## src/rtl/smrf_pkg.sv

```systemverilog
package smrf_pkg;
    localparam int DATA_W = 32;
    localparam int REG_W  = 5;
    localparam int IMM_W  = 16;
    localparam int SH_W   = $clog2(DATA_W);

    typedef enum logic [1:0] {
        SZ_BYTE = 2'd0,
        SZ_HALF = 2'd1,
        SZ_RSVD = 2'd2,
        SZ_WORD = 2'd3
    } acc_size_e;

    typedef struct packed {
        logic [DATA_W-1:0] addr;
        logic              store;
        logic [DATA_W-1:0] wdata;
        logic [DATA_W-1:0] wmask;
        logic [DATA_W-1:0] rmask;
        logic [SH_W-1:0]   rshift;
        logic [REG_W-1:0]  dest;
    } mem_req_t;

    typedef struct packed {
        logic [SH_W-1:0]   shift;
        logic [DATA_W-1:0] mask;
        logic [REG_W-1:0]  dest;
    } load_ctx_t;

    // Lane shift: the smaller the access, the further it moves.
    function automatic logic [SH_W-1:0] lane_shift(acc_size_e sz);
        logic [1:0] gap;
        gap = 2'd3 - 2'(sz);
        return SH_W'({gap, 3'b000});
    endfunction

    // Extension mask chosen by the three-bit request index.
    function automatic logic [DATA_W-1:0] ext_mask(logic [2:0] idx);
        logic [DATA_W-1:0] m;
        unique case (idx)
            3'd4:          m = DATA_W'(8'hFF);
            3'd5:          m = DATA_W'(16'hFFFF);
            3'd2, 3'd6:    m = '0;
            default:       m = '1;
        endcase
        return m;
    endfunction
endpackage

```

## src/rtl/smrf_decode.sv

```systemverilog
module smrf_decode
    import smrf_pkg::*;
#(
    parameter int DW = DATA_W,
    parameter int RW = REG_W,
    parameter int IW = IMM_W
) (
    input  logic [31:0]  instr,
    input  logic [DW-1:0] rs_val,
    input  logic [DW-1:0] rt_val,
    output mem_req_t      req
);
    localparam int STORE_BIT = 29;
    localparam int IDX_LSB   = 26;
    localparam int RT_LSB    = 16;

    logic [2:0]      idx;
    acc_size_e       sz;
    logic [SH_W-1:0] sh;
    logic            is_store;
    logic [DW-1:0]   imm_ext;

    always_comb begin
        idx      = instr[IDX_LSB +: 3];
        sz       = acc_size_e'(idx[1:0]);
        sh       = lane_shift(sz);
        is_store = instr[STORE_BIT];
        imm_ext  = {{(DW-IW){instr[IW-1]}}, instr[IW-1:0]};

        req.addr   = rs_val + imm_ext;
        req.store  = is_store;
        req.wdata  = rt_val << sh;
        req.wmask  = is_store ? ({DW{1'b1}} << sh) : '0;
        req.rmask  = ext_mask(idx);
        req.rshift = sh;
        req.dest   = is_store ? '0 : instr[RT_LSB +: RW];
    end
endmodule

```

## src/rtl/smrf_req_stage.sv

```systemverilog
module smrf_req_stage
    import smrf_pkg::*;
(
    input  logic     clk,
    input  logic     rst,
    input  logic     load_en,
    input  mem_req_t req_in,
    output logic     req_valid,
    output mem_req_t req_out
);
    always_ff @(posedge clk) begin
        if (rst) begin
            req_valid <= 1'b0;
            req_out   <= '0;
        end else begin
            req_valid <= load_en;
            if (load_en) req_out <= req_in;
        end
    end
endmodule

```

## src/rtl/smrf_align.sv

```systemverilog
module smrf_align
    import smrf_pkg::*;
#(
    parameter int DW = DATA_W
) (
    input  logic          clk,
    input  logic          rst,
    input  logic          ctx_we,
    input  load_ctx_t     ctx_in,
    input  logic          rvalid,
    input  logic [DW-1:0] rdata,
    output logic          wb_valid,
    output logic [DW-1:0] wb_data,
    output logic [REG_W-1:0] wb_dest
);
    load_ctx_t     ctx_q;
    logic [DW-1:0] aligned;

    always_comb begin
        aligned = DW'($signed(rdata) >>> ctx_q.shift) & ctx_q.mask;
    end

    always_ff @(posedge clk) begin
        if (rst) begin
            ctx_q    <= '0;
            wb_valid <= 1'b0;
            wb_data  <= '0;
            wb_dest  <= '0;
        end else begin
            wb_valid <= rvalid;
            if (rvalid) begin
                wb_data <= aligned;
                wb_dest <= ctx_q.dest;
            end
            if (ctx_we) ctx_q <= ctx_in;
        end
    end
endmodule

```

## src/rtl/smrf_top.sv

```systemverilog
module smrf_top
    import smrf_pkg::*;
(
    input  logic              clk,
    input  logic              rst,
    input  logic              issue_valid,
    input  logic [31:0]       issue_instr,
    input  logic [DATA_W-1:0] rs_val,
    input  logic [DATA_W-1:0] rt_val,
    output logic              req_valid,
    output logic [DATA_W-1:0] req_addr,
    output logic              req_store,
    output logic [DATA_W-1:0] req_wdata,
    output logic [DATA_W-1:0] req_wmask,
    output logic [DATA_W-1:0] req_rmask,
    output logic [SH_W-1:0]   req_rshift,
    output logic [REG_W-1:0]  req_dest,
    input  logic              mem_rvalid,
    input  logic [DATA_W-1:0] mem_rdata,
    output logic              wb_valid,
    output logic [DATA_W-1:0] wb_data,
    output logic [REG_W-1:0]  wb_dest
);
    mem_req_t  dec_req;
    mem_req_t  cur_req;
    load_ctx_t new_ctx;
    logic      ctx_we;

    smrf_decode u_decode (
        .instr  (issue_instr),
        .rs_val (rs_val),
        .rt_val (rt_val),
        .req    (dec_req)
    );

    smrf_req_stage u_stage (
        .clk       (clk),
        .rst       (rst),
        .load_en   (issue_valid),
        .req_in    (dec_req),
        .req_valid (req_valid),
        .req_out   (cur_req)
    );

    always_comb begin
        ctx_we        = issue_valid && !dec_req.store;
        new_ctx.shift = dec_req.rshift;
        new_ctx.mask  = dec_req.rmask;
        new_ctx.dest  = dec_req.dest;
    end

    smrf_align u_align (
        .clk      (clk),
        .rst      (rst),
        .ctx_we   (ctx_we),
        .ctx_in   (new_ctx),
        .rvalid   (mem_rvalid),
        .rdata    (mem_rdata),
        .wb_valid (wb_valid),
        .wb_data  (wb_data),
        .wb_dest  (wb_dest)
    );

    assign req_addr   = cur_req.addr;
    assign req_store  = cur_req.store;
    assign req_wdata  = cur_req.wdata;
    assign req_wmask  = cur_req.wmask;
    assign req_rmask  = cur_req.rmask;
    assign req_rshift = cur_req.rshift;
    assign req_dest   = cur_req.dest;
endmodule

```

## config.mk

```make
export PLATFORM = sky130hd
export DESIGN_NAME = smrf_top
export DESIGN_NICKNAME = d
export VERILOG_FILES = /design/src/rtl/smrf_pkg.sv /design/src/rtl/smrf_decode.sv /design/src/rtl/smrf_req_stage.sv /design/src/rtl/smrf_align.sv /design/src/rtl/smrf_top.sv
export SDC_FILE = /design/constraint.sdc
export NUM_CORES = 1
export LEC_CHECK = 0
export BUFFER_PORTS_ARGS = -buffer_cell sky130_fd_sc_hd__buf_2
export CORE_ASPECT_RATIO = 1.5
export CORE_MARGIN = 8
export CORE_UTILIZATION = 50
export CTS_CLUSTER_SIZE = 20
export DETAILED_ROUTE_END_ITERATION = 10
export HOLD_SLACK_MARGIN = 0.08
export PLACE_DENSITY_LB_ADDON = 0.08
export SYNTH_ARGS = -nofsm -noshare
export SYNTH_HDL_FRONTEND = slang
export SYNTH_HIERARCHICAL = 1
export SYNTH_SLANG_ARGS = --single-unit
```

## constraint.sdc

```tcl
create_clock -name clk -period 2.1 [get_ports clk]
set_input_delay 0 -clock clk [delete_from_list [all_inputs] [get_ports clk]]
set_output_delay 0 -clock clk [all_outputs]
set_load 0.01 [all_outputs]
```

* Word level (Yosys, flattened, before mapping)
Cells that the tools add are included.
Storage, ports and cells: output and inout bits 178, bits in registers 214, input port bits 132
Operators by class: mux-type cells 3, shift operators 3, equality and inequality tests 4, reductions and logical operators 3, bitwise gates (word level) 1, add/sub/neg operators 2
Operators by type and width (number):
- 32-bit one-hot mux with 3 select lines | 1
- 32-bit adder | 1
- 32-bit AND | 1
- 32-bit two-way mux | 1
- 32-bit by 5-bit left shift with 32-bit output | 1
- 32-bit by 5-bit left shift with 32-bit output, first input constant | 1
- 32-bit by 5-bit >>> shifter with 32-bit output | 1
- 3-bit equality test, second input constant | 3
- 5-bit two-way mux | 1
- 3-bit by 2-bit equality test with 1-bit output, second input constant | 1
- 2-bit OR reduction | 1
- 2-bit subtractor, first input constant | 1
- 1-bit logical AND | 1
- 1-bit zero test | 1

* Depth between registers and ports, before layout
Gate-level depths: netlist of the first run.
depth in word-level cells 3, gate-level depth with buffers 10

* Cells and area by module
The synthesis of the first run kept the hierarchy.
Modules (own cells, without submodules):
- smrf_req_stage | area each 4961.0 um^2, sequential area each 2802.7 um^2, instances 1, cells an instance 451
- smrf_align | area each 4868.4 um^2, sequential area each 1601.5 um^2, instances 1, cells an instance 478
- smrf_decode | area each 2917.8 um^2, sequential area each 0.0 um^2, instances 1, cells an instance 409
- smrf_top | area each 13.8 um^2, sequential area each 0.0 um^2, instances 1, cells an instance 1

* Least setup slack after synthesis of the first run
No wires, ideal clock.
path kind flip-flop to flip-flop, from register, netlist name u_align/ctx_q[37], to register u_align.wb_data[2], setup slack 0.158 ns, arrival 1.824 ns, setup time 0.117 ns, cell stages (with the launch flop) 8, data required time 1.983 ns, path through dfxtp_1 > buf_6 > buf_6 > mux4_2 > mux2i_1 > o32ai_1 > a211o_1 > a32o_1
RTL lines:
- end signal, assigned | RTL line smrf_align.sv:32 | wb_data <= aligned;
- end, declared | RTL line smrf_align.sv:13 | output logic [DW-1:0] wb_data,

==> results of run 1 <==
## worst paths after layout
| path | cells after the start | end | slack, ns |
|---|---|---|---|
| hold reg to reg | 2 | u_align/wb_data[13] | 0.44 |
| setup / recovery | 6 | u_align/wb_data[2] | 0.03 |
| setup reg to reg | 6 | u_align/wb_data[2] | 0.03 |
| hold / removal | 5 | u_stage/req_out[113] | 0.08 |
## critical path, cell delays in order (launching register included)
cell,delay [ns]
dfxtp_4,0.42
buf_12,0.16
mux4_2,0.52
mux2i_1,0.30
nor3_1,0.08
a211o_1,0.23
a32o_1,0.25
## final cells by class
cell class,count,area share (%)
Antenna cell,1,0.0153
Clock buffer,29,4.04
Clock inverter,15,0.988
Inverter,23,0.528
Multi-Input combinational cell,949,45.1
Sequential cell,220,27.0
Tap cell,328,2.51
Timing Repair Buffer,491,19.8
## cell usage after synthesis (4+ instances only)
master	n	area, um^2
a211oi_1	13	97.6
a21o_1	6	45.0
a21oi_1	50	250
a22o_1	12	105
a31oi_1	8	50.1
a32oi_1	8	70.1
and2_1	5	31.3
and3_1	13	81.3
buf_1	7	26.3
buf_2	23	115
buf_4	71	533
buf_6	13	146
clkbuf_1	33	124
dfxtp_1	220	4400
ha_1	31	388
inv_1	22	82.6
mux2_2	15	169
mux2i_1	228	2280
mux4_1	8	210
mux4_2	35	788
nand2_1	77	289
nand2b_1	6	37.5
nand3_1	16	80.1
nand4_1	6	37.5
nor2_1	230	863
nor2b_1	15	93.8
nor3_1	13	65.1
o2111ai_1	10	87.6
o211ai_1	5	37.5
o21ai_0	36	180
o21ai_1	7	35.0
o21bai_1	4	30.0
o22ai_1	5	31.3
xnor2_1	18	158
xor2_1	9	78.8
## kinds of logic after synthesis
| logic type | share of synthesized area, % |
|---|---|
| simple gates | 13.1 |
| mux | 27.0 |
| flops | 34.5 |
| compound gates | 11.9 |
| buf+inv | 8.35 |
| fa+ha+maj | 3.20 |
| xor+xnor | 1.85 |
| other cells | 0.0294 |
## registers in the layout, indices dropped and copies added, names as in the netlist
| name | cells |
|---|---|
| u_align/ctx_q | 42 |
| u_align/wb_data | 32 |
| u_align/wb_dest | 5 |
| u_align/wb_valid | 1 |
| u_stage/req_out | 139 |
| u_stage/req_valid | 1 |
## what timing repair did
item / CTS / global route
cloned: 0 / 0
endpoints found under the hold margin: 208 / 0
hold buffers: 60 / 0
setup endpoints to repair: 28 / 23
setup buffers: 4 / 6
resized for setup: 2 / 16
pin swaps: 0 / 4
## per-layer routing
metal,vias up,track usage (%),routed length [um]
met3,122,6.00,2910
met4,2,13.2,2110
met2,452,47.9,21600
met1,5398,26.3,14900
li1,5454,-,-
met5,-,0,8
## report_power, final
part	internal (W)	switching (W)
Clock	0.00252	0.00180
Combinational	0.00135	0.00153
Sequential	0.00442	0.000145
## stage by stage
step | cells | area, um^2
final | 2056 | 16300
after global placement | 1942 | 14700
after floorplan | 1341 | 12800
after detailed placement | 1942 | 14700
after CTS | 2050 | 16200
after global routing | 2056 | 16300
==> results.py, run 1 <==
metrics = {
    "cts": {
        "cts_buffers": 24,
        "cts.path.max_buffers": 3,
        "cts_tree": "yes",
        "clkLatencyLatePin_ns": 0.53,
        "htree_levels": 1,
        "cts_sinks": 220,
        "clockRootBuffer": "clkbuf_16",
        "clk_pin_slew_worst_paths_ns": 0.06,
    },
    "global_routing": {
        "antenna_found_initial": 2,
        "grt_pass1_wl_um": 64100,
        "grt_usage_pct": 25.7,
        "overflow": 0,
        "grt_pass1_vias": 11700,
        "grt_start_max_net_pins": 104,
    },
    "timing": {
        "worst_pin_slew_ns": 0.630,
        "fmax_mhz": 484,
        "finalHoldViolations": 0,
        "min_period_ns": 2.07,
        "rsz0062_at_grt": "yes",
        "finClkSkew_ns": 0.0145,
        "slew_headroom_pct": 58.0,
        "finalSetupViolCount": 0,
        "maxSlewViolCount": 0,
        "fin_ws_ns": 0.0326,
        "hold_ws_ns": 0.0790,
        "fin_crit_sh_pct": 98.4,
        "setup_tns_ns": 0,
    },
    "critical_path": {
        "r2r-start": "u_align/ctx_q[38]",
        "cp.arrival_ns": 2.48,
        "crit_start": "u_align/ctx_q[38]",
        "crit_path_end_kind": "flop",
        "crit_type": "reg2reg",
        "cp_data_required_time_ns": 2.51,
        "cp_max_fo": 10,
        "worstSetupStartpointType": "flop",
    },
    "drt": {
        "drt-pass1-iter-count": 5,
        "routed_wl_um": 41500,
        "post_drt_via_cell_ratio": 5.56,
        "drt_iter0_markers": 633,
        "ant_nets": 0,
        "routedWlPerCell_um": 20.2,
        "drc": 0,
        "num_vias": 11400,
    },
    "floorplanning": {
        "ios": 310,
        "dieHeight_um": 212,
        "initial_core_util_pct": 50.9,
        "fp.coreArea_um2": 25100,
        "die_area_um2": 31000,
        "rows": 71,
        "dieWidth_um": 146,
    },
    "yosys": {
        "avgSynthCellArea_um2": 9.53,
        "seq_area_frac_synth_pct": 34.5,
        "synthArstFlopShare_pct": 0,
        "ys.warnings.count": 6,
        "netlist_area_um2": 12800,
        "ys_ff_latch": 220,
        "syn-instance-count": 1339,
        "ys_types": 77,
        "synth_edf_count": 0,
        "synthFlopType": "dfxtp_1",
    },
    "power_and_ir_drop": {
        "powerDensity_nw_per_um2": 721,
        "p_leak_nw": 7.66,
        "peakVddDrop_uv": 675,
        "power_w": 0.0118,
    },
    "layout": {
        "multi_input_area_um2": 7370,
        "mostFrequentLayoutCells": "buf_2, nor2_1, mux2i_1",
        "layout_commonest_cell": "buf_2",
        "final_util_pct": 65.2,
        "seq_area_um2": 4410,
        "drive_gt1_share_pct": 32.9,
        "nFillCells": 2183,
        "num-nets-final": 1873,
        "areaGrowthSynthToFinish_pct": 28.0,
    },
    "place": {
        "dp_hpwl_um": 31100,
        "gp_congestion": 0.942,
        "portBuffers": 302,
        "place_ws_ns": -0.226,
    },
    "worst_hold_path": {
        "hp-start": "rs_val[6]",
        "hp-class": "in2reg",
    },
    "run": {
        "max_cap_violations": 0,
    },
    "status": {
        "outcome": "completed",
    },
}
Power figures use the tool's default switching activity.
==> run 2: changes to the inputs <==
--- a/config.mk
+++ b/config.mk
@@ -8,11 +8,12 @@
 export BUFFER_PORTS_ARGS = -buffer_cell sky130_fd_sc_hd__buf_2
 export CORE_ASPECT_RATIO = 1.5
 export CORE_MARGIN = 8
-export CORE_UTILIZATION = 50
+export CORE_UTILIZATION = 32
 export CTS_CLUSTER_SIZE = 20
 export DETAILED_ROUTE_END_ITERATION = 10
 export HOLD_SLACK_MARGIN = 0.08
 export PLACE_DENSITY_LB_ADDON = 0.08
+export REMOVE_ABC_BUFFERS = 1
 export SYNTH_ARGS = -nofsm -noshare
 export SYNTH_HDL_FRONTEND = slang
 export SYNTH_HIERARCHICAL = 1
==> run 2 against run 1 <==
  * Critical path depth did not move
  * Critical path type unchanged
  * Worst setup slack worse by 0.0039 ns
  * Critical endpoint is now u_align/wb_data[11]
  * Clock-buffer cell count up 8
  * Hold slack improved by 0.014 ns
  * Core utilization down 23 points
  * Global-route usage decreased by 7.7 points
  * Cell count up 8.9%
  * Clock power about the same
  * Largest cell class unchanged
  * Sequential power barely moved
  * Largest power group unchanged
  * Routed wire length rose by 5.0%
  * Die area rose by 51%
==> results.py, run 2 (synthesized netlist as in run 1, its figures left out) <==
metrics = {
    "power_and_ir_drop": {
        "peakVddDrop_uv": 559,
        "power_w": 0.0118,
        "powerDensity_nw_per_um2": 710,
        "p_leak_nw": 7.69,
    },
    "critical_path": {
        "worstSetupStartpointType": "flop",
        "critPathSlowestCell": "mux4_2",
        "cp_top_family": "multiplexers",
        "crit_path_end_kind": "flop",
        "crit_type": "reg2reg",
        "cp_data_required_time_ns": 2.51,
        "cpPeakStageDelay_ns": 0.56,
        "critPathBufInv": 2,
        "crit_chain": "buf_12 -> mux4_2 -> buf_4 -> mux4_2 -> nand3_1 -> o21ai_0",
        "cp_max_fo": 7,
        "worst_path_most_repeated_cell": "mux4_2",
        "cp.arrival_ns": 2.48,
    },
    "status": {
        "outcome": "completed",
    },
    "layout": {
        "largest_reg_flops": 139,
        "areaGrowthSynthToFinish_pct": 30.5,
        "nFillCells": 4036,
        "layout_commonest_cell": "buf_2",
        "final_area_um2": 16600,
        "num-nets-final": 1884,
        "top_register": "u_stage/req_out",
        "mostFrequentLayoutCells": "buf_2, nor2_1, mux2i_1",
        "drive_gt1_share_pct": 32.8,
        "largestRegisters": "u_stage/req_out (139), u_align/ctx_q (42), u_align/wb_data (32)",
    },
    "timing": {
        "slew_headroom_pct": 35.9,
        "rsz0062_at_grt": "yes",
        "finClkSkew_ns": 0.0164,
        "finalSetupViolCount": 0,
        "finalHoldViolations": 0,
        "min_period_ns": 2.07,
        "maxSlewViolCount": 0,
        "worst_pin_slew_ns": 0.961,
        "hold_ws_ns": 0.0935,
        "fin_crit_sh_pct": 98.6,
        "fmax_mhz": 483,
    },
    "place": {
        "dpl_cell_area_um2": 14900,
        "gp_congestion": 0.895,
        "dp_hpwl_um": 32600,
        "portBuffers": 302,
    },
    "global_routing": {
        "antenna_found_initial": 1,
        "grt_usage_pct": 18.0,
        "grt_start_max_net_pins": 146,
        "overflow": 0,
        "grt_pass1_vias": 11600,
        "grt_pass1_wl_um": 66500,
    },
    "floorplanning": {
        "die_area_um2": 46700,
        "ios": 310,
        "rows": 89,
        "dieWidth_um": 179,
        "initial_core_util_pct": 32.5,
        "fp.coreArea_um2": 39300,
        "dieHeight_um": 261,
    },
    "run": {
        "max_cap_violations": 0,
    },
    "cts": {
        "cts_sinks": 220,
        "cts_tree": "yes",
        "htree_levels": 1,
        "clk_pin_slew_worst_paths_ns": 0.06,
        "cts_buffers": 25,
        "clkLatencyLatePin_ns": 0.54,
        "cts.path.max_buffers": 3,
        "clockRootBuffer": "clkbuf_16",
    },
    "drt": {
        "post_drt_via_cell_ratio": 4.99,
        "drt_iter0_markers": 495,
        "drt-pass1-iter-count": 5,
        "drc": 0,
        "routedWlPerCell_um": 19.5,
        "routed_wl_um": 43600,
        "num_vias": 11200,
        "ant_nets": 0,
    },
    "worst_hold_path": {
        "hp-class": "in2reg",
    },
}
[run 2: changes by cell type in the layout (fill, tap and decap cells not counted), moves of 3 or more]
cell and change:
buf_12 -3, clkbuf_1 +5, dlygate4sd3_1 +11, mux4_1 -4
mux4_2 +4, o21ai_0 -3
[run 2: per-layer routing]
layer	up-vias	wire (um)	GRT usage [%]
met4	0	1570	6.72
met5	-	0	0
met2	310	23000	33.3
li1	5460	-	-
met1	5332	16300	19.3
met3	73	2790	4.22
[run 2: worst paths after layout]
path / startpoint / endpoint / slack, ns / cells after the start
setup / recovery: u_align/ctx_q[38] / u_align/wb_data[11] / 0.03 / 6
hold / removal: rs_val[3] / u_stage/req_out[110] / 0.09 / 5
setup reg to reg: u_align/ctx_q[38] / u_align/wb_data[11] / 0.03 / 6
hold reg to reg: u_align/wb_data[13] / u_align/wb_data[13] / 0.44 / 2
[run 2: cell type report]
| class | count | area, um^2 | area share [%] |
|---|---|---|---|
| diodes | 1 | 2.50 | 0.0150 |
| flip-flops and latches | 220 | 4420 | 26.5 |
| well taps | 500 | 626 | 3.76 |
| clock inverters | 8 | 73.8 | 0.443 |
| inverters | 23 | 86.3 | 0.519 |
| multi-input cells | 949 | 7390 | 44.4 |
| repair buffers | 501 | 3320 | 20.0 |
| clock buffers | 37 | 731 | 4.39 |
[run 2: stage by stage]
step | TNS, ns | setup slack (ns) | utilization (%) | instances
5_1_grt | -0.0882 | -0.0351 | 42.3 | 2238
2_1_floorplan | -24.34 | -1.08 | - | 1192
3_5_place_dp | -1.90 | -0.150 | 38.0 | 2112
6_report | 0 | 0.0287 | 42.4 | 2239
4_1_cts | 0 | 0.000331 | 41.9 | 2229
3_3_place_gp | -1.31 | -0.154 | 38.0 | 2112
[run 2: power by group]
| part | switching (W) | total (W) | internal (W) | leakage (nW) |
|---|---|---|---|---|
| combinational | 0.00153 | 0.00290 | 0.00137 | 5.49 |
| sequential | 0.000144 | 0.00457 | 0.00442 | 1.81 |
| clock | 0.00183 | 0.00435 | 0.00253 | 0.393 |
| total | 0.00350 | 0.0118 | 0.00832 | 7.69 |
[run 2: tightest hold or removal path, stage by stage]
cell	delay (ns)
buf_2	0.09
ha_2	0.22
xnor2_1	0.12
mux2i_1	0.06
nor2_1	0.08
[run 2: timing repair]
| action | in CTS | in global routing |
|---|---|---|
| hold buffers | 70 | 0 |
| setup buffers | 2 | 8 |
| hold endpoints to repair | 115 | 0 |
| resized for setup | 5 | 27 |
| gates cloned | 0 | 1 |
| pin swaps | 0 | 7 |
| setup endpoints to repair | 10 | 25 |
